**src/rtl/alu4_pkg.sv**
```systemverilog
package alu4_pkg;

    typedef enum logic [1:0] {
        OP_ADD = 2'b00,
        OP_SUB = 2'b01,
        OP_AND = 2'b10,
        OP_OR  = 2'b11
    } alu_op_e;

endpackage

```
**src/rtl/alu4_fa.sv**
```systemverilog
module alu4_fa (
    input  logic x_in,
    input  logic y_in,
    input  logic c_in,
    output logic s_out,
    output logic c_out
);

    logic half;

    always_comb begin
        half  = x_in ^ y_in;
        s_out = half ^ c_in;
        c_out = (x_in & y_in) | (half & c_in);
    end

endmodule

```
**src/rtl/alu4_addsub.sv**
```systemverilog
module alu4_addsub #(
    parameter int WIDTH = 32
) (
    input  logic [WIDTH-1:0] x_in,
    input  logic [WIDTH-1:0] y_in,
    input  logic             sub_en,
    output logic [WIDTH-1:0] sum_out,
    output logic             c_top,
    output logic             v_top
);

    localparam int TOP = WIDTH - 1;

    logic [WIDTH:0]   chain;
    logic [WIDTH-1:0] y_cond;

    assign chain[0] = sub_en;

    for (genvar i = 0; i < WIDTH; i++) begin : g_stage
        assign y_cond[i] = y_in[i] ^ sub_en;
        alu4_fa u_fa (
            .x_in  (x_in[i]),
            .y_in  (y_cond[i]),
            .c_in  (chain[i]),
            .s_out (sum_out[i]),
            .c_out (chain[i+1])
        );
    end

    assign c_top = chain[WIDTH];
    assign v_top = chain[WIDTH] ^ chain[TOP];

    always_comb begin
        AST_SIGN_RULE: assert (v_top == ((x_in[TOP] == y_cond[TOP]) && (sum_out[TOP] != x_in[TOP])))
            else $error("overflow disagrees with sign rule");
    end

endmodule

```
**src/rtl/alu4_logic.sv**
```systemverilog
module alu4_logic #(
    parameter int WIDTH = 32
) (
    input  logic [WIDTH-1:0] x_in,
    input  logic [WIDTH-1:0] y_in,
    input  logic             pick_or,
    output logic [WIDTH-1:0] y_out
);

    always_comb begin
        if (pick_or) y_out = x_in | y_in;
        else         y_out = x_in & y_in;
    end

endmodule

```
**src/rtl/alu4_ripple.sv**
```systemverilog
module alu4_ripple
    import alu4_pkg::*;
#(
    parameter int WIDTH = 32
) (
    input  logic [WIDTH-1:0] opnd_a,
    input  logic [WIDTH-1:0] opnd_b,
    input  logic [1:0]       op_sel,
    output logic [WIDTH-1:0] result,
    output logic             carry_out,
    output logic             overflow
);

    alu_op_e          op;
    logic [WIDTH-1:0] arith_res;
    logic [WIDTH-1:0] logic_res;
    logic             arith_c;
    logic             arith_v;

    assign op = alu_op_e'(op_sel);

    alu4_addsub #(.WIDTH(WIDTH)) u_addsub (
        .x_in    (opnd_a),
        .y_in    (opnd_b),
        .sub_en  (op_sel[0]),
        .sum_out (arith_res),
        .c_top   (arith_c),
        .v_top   (arith_v)
    );

    alu4_logic #(.WIDTH(WIDTH)) u_logic (
        .x_in    (opnd_a),
        .y_in    (opnd_b),
        .pick_or (op_sel[0]),
        .y_out   (logic_res)
    );

    always_comb begin
        unique case (op)
            OP_ADD, OP_SUB: begin
                result    = arith_res;
                carry_out = arith_c;
                overflow  = arith_v;
            end
            default: begin
                result    = logic_res;
                carry_out = 1'b0;
                overflow  = 1'b0;
            end
        endcase
    end

    always_comb begin
        if (op == OP_ADD) begin
            AST_ADD_SUM: assert (result == WIDTH'(opnd_a + opnd_b))
                else $error("add result wrong");
        end
        if (op == OP_SUB) begin
            AST_SUB_DIFF: assert (result == WIDTH'(opnd_a - opnd_b))
                else $error("subtract result wrong");
            AST_NO_BORROW: assert (carry_out == (opnd_a >= opnd_b))
                else $error("subtract carry wrong");
        end
        if (op == OP_AND || op == OP_OR) begin
            AST_LOGIC_FLAGS_LOW: assert (!carry_out && !overflow)
                else $error("flags set on logic op");
        end
    end

endmodule

```
**config.mk**
```make
export PLATFORM = sky130hd
export DESIGN_NAME = alu4_ripple
export DESIGN_NICKNAME = d
export VERILOG_FILES = /design/src/rtl/alu4_pkg.sv /design/src/rtl/alu4_fa.sv /design/src/rtl/alu4_addsub.sv /design/src/rtl/alu4_logic.sv /design/src/rtl/alu4_ripple.sv
export SDC_FILE = /design/constraint.sdc
export NUM_CORES = 1
export LEC_CHECK = 0
export BUFFER_PORTS_ARGS = -buffer_cell sky130_fd_sc_hd__buf_4
export CORE_UTILIZATION = 47
export DETAILED_ROUTE_END_ITERATION = 10
export PLACE_DENSITY_LB_ADDON = 0.05
export SLEW_MARGIN = 20
export SYNTH_ARGS = -nofsm -noshare
export SYNTH_HDL_FRONTEND = slang
export SYNTH_SLANG_ARGS = --single-unit
```
**constraint.sdc**
```tcl
create_clock -name vclk -period 12.9
set_input_delay 0.645 -clock vclk [all_inputs]
set_output_delay 0.645 -clock vclk [all_outputs]
set_load 0.005 [all_outputs]
```
==> flow_summary.ini <==
[route]
wl_per_cell_um = 11.38
drtPass1Iterations = 2
vias_per_cell = 4.850
ant_nets = 0
wl_um = 4564
drt_iter0_drc = 52
vias = 1945
drc_errors = 0

[floorplan]
die_w_um = 73.74
core_mm2 = 0.004848
die_h_um = 73.74
die_area_mm2 = 0.005437
rows = 25
start_util = 0.4988
io_pins = 100

[global_route]
grt.total_usage = 0.1681
gr-total-overflow = 0
antenna_found_initial = 0
grt_pass1_wl_um = 7431
grt_pass1_vias = 1818
grt_start_max_net_pins = 67

[yosys]
synth_top_area_share = 0.2566
yosys.cell_count.top_type = inv_1
synthTopCellsByCount = inv_1 (34), fa_1 (31), xnor2_1 (30)
synth_area_leader_cell = fa_1
yosysWarningCount = 0
synth.top_cells.by_area = fa_1 (26%), a31oi_4 (26%), xnor2_1 (11%)
avgSynthCellArea_um2 = 9.994
syn_area_mm2 = 0.002419
synth-seq-area-share = 0
synth_cells = 242
synth_nets = 341
synth_cell_type_count = 25

[place]
hpwl_um = 3796
gp_congestion = 0.6991
io_buffers = 100

[pwr]
switching_share = 0.4424
pwr-share-clk = 0
intPower_uw = 100.8
vdd_ir_drop_max_uv = 25.16
pwr-share-seq = 0
power_switching_uw = 80.01
p_total_uw = 180.8
leakage_uw = 0.001308
power_density_mw_per_mm2 = 56.15
combPwrFrac = 1.000

[flow_run]
cap_violations = 0

[worst_setup_path]
cp-start-kind = input pin
cp.buffers_inverters = 4
cp.arrival_ns = 12.10
crit_family = adder cells
slowest_stage = fa_1
max_stage_delay_ns = 0.43
critPathKind = in2out
cpMostUsedCell = fa_2
crit_required_ns = 12.26
critPathMaxFanout = 3
critPathCaptureType = primary output

[timing]
fin_setup_tns_ns = 0
period_minus_slack_ns = 12.74
finalHoldViolCount = 0
setup_viol = 0
tightestPinTransition_ns = 1.080
period_share = 0.9877
slew_headroom = 0.2801
rsz0062_at_grt = true
fmax_ghz = 0.07848
drv_slew = 0

[cells_and_area]
design.seq.count = 0
seqCellArea_um2 = 0
clkbuf_count = 0
layout-drive-gt1-share = 0.5419
fill_cells = 425
area_growth_pct = 33.16
fin_nets = 435
num_antenna_cells = 0

[status]
status = completed

[clocking]
ctsHoldBuffers = 0

[min_path]
hold_class = in2out
-- kinds of logic after synthesis --
logic type,after synthesis,synth area share
and+or+nand+nor,63,0.1505
buffers and inverters,48,0.1236
xor gates and xnor gates,32,0.1159
AOI/OAI and AO/OA,65,0.3388
muxes,1,0.004139
adders and majority gates,33,0.2669
-- metrics by stage --
| step | setup WS, ns | cells | utilization | area (um^2) | hold slack [ns] |
|---|---|---|---|---|---|
| detailed placement | -0.4925 | 400 | 0.6526 | 3164 | 1.688 |
| global placement | -0.2555 | 400 | 0.6526 | 3164 | 1.677 |
| floorplan | 0.01693 | 242 | - | 2464 | 1.416 |
| global route | -0.09232 | 401 | 0.6643 | 3221 | 1.715 |
| finish | 0.1582 | 401 | 0.6643 | 3221 | 1.697 |
| CTS | 0.03180 | 401 | 0.6594 | 3197 | 1.690 |
-- worst paths after layout --
path,from,endpoint,depth (start not counted)
worst min-delay path,opnd_a[12],result[12],4
worst max-delay path,op_sel[0],result[31],37
-- layer usage --
metal  share of wire  track usage
met4               0            0
met5               0            0
met2            0.56       0.3435
met1            0.39       0.1959
met3           0.053      0.01783
-- layout by cell type (no fill, tap or decap) --
| cell | count |
|---|---|
| a21oi_1 | 2 |
| a31oi_1 | 1 |
| a31oi_4 | 29 |
| and2b_1 | 9 |
| and2b_4 | 7 |
| buf_4 | 106 |
| fa_1 | 1 |
| fa_2 | 30 |
| ha_1 | 2 |
| inv_1 | 33 |
| inv_2 | 1 |
| mux2i_1 | 1 |
| nand2_1 | 28 |
| nand2_4 | 1 |
| nand2b_1 | 2 |
| nor2_1 | 1 |
| nor2_2 | 1 |
| nor2b_1 | 14 |
| o21ai_0 | 25 |
| o21ai_1 | 1 |
| o21ai_2 | 5 |
| o22ai_1 | 2 |
| xnor2_1 | 29 |
| xnor2_4 | 1 |
| xor2_1 | 2 |
-- power by group through the flow --
| stage | sequential (uW) | clock [uW] | combinational (uW) |
|---|---|---|---|
| after global placement | 0 | 0 | 175 |
| after CTS | 0 | 0 | 183 |
| after global routing | 0 | 0 | 201 |
| final | 0 | 0 | 181 |
| after detailed placement | 0 | 0 | 180 |
| after floorplan | 0 | 0 | 118 |
-- timing repair --
item	CTS	global route
endpoints found under the setup margin	4	2
setup buffers	1	0
resized for setup	10	5
pin swaps	1	0
-- cell type report --
class	count	area, um^2	share of cell area
repair buffers	106	795.8	0.2471
inverters	34	127.6	0.03963
multi-input cells	194	2213	0.6873
well taps	67	83.83	0.02603
Note: power is estimated with default switching activity, not from simulation.
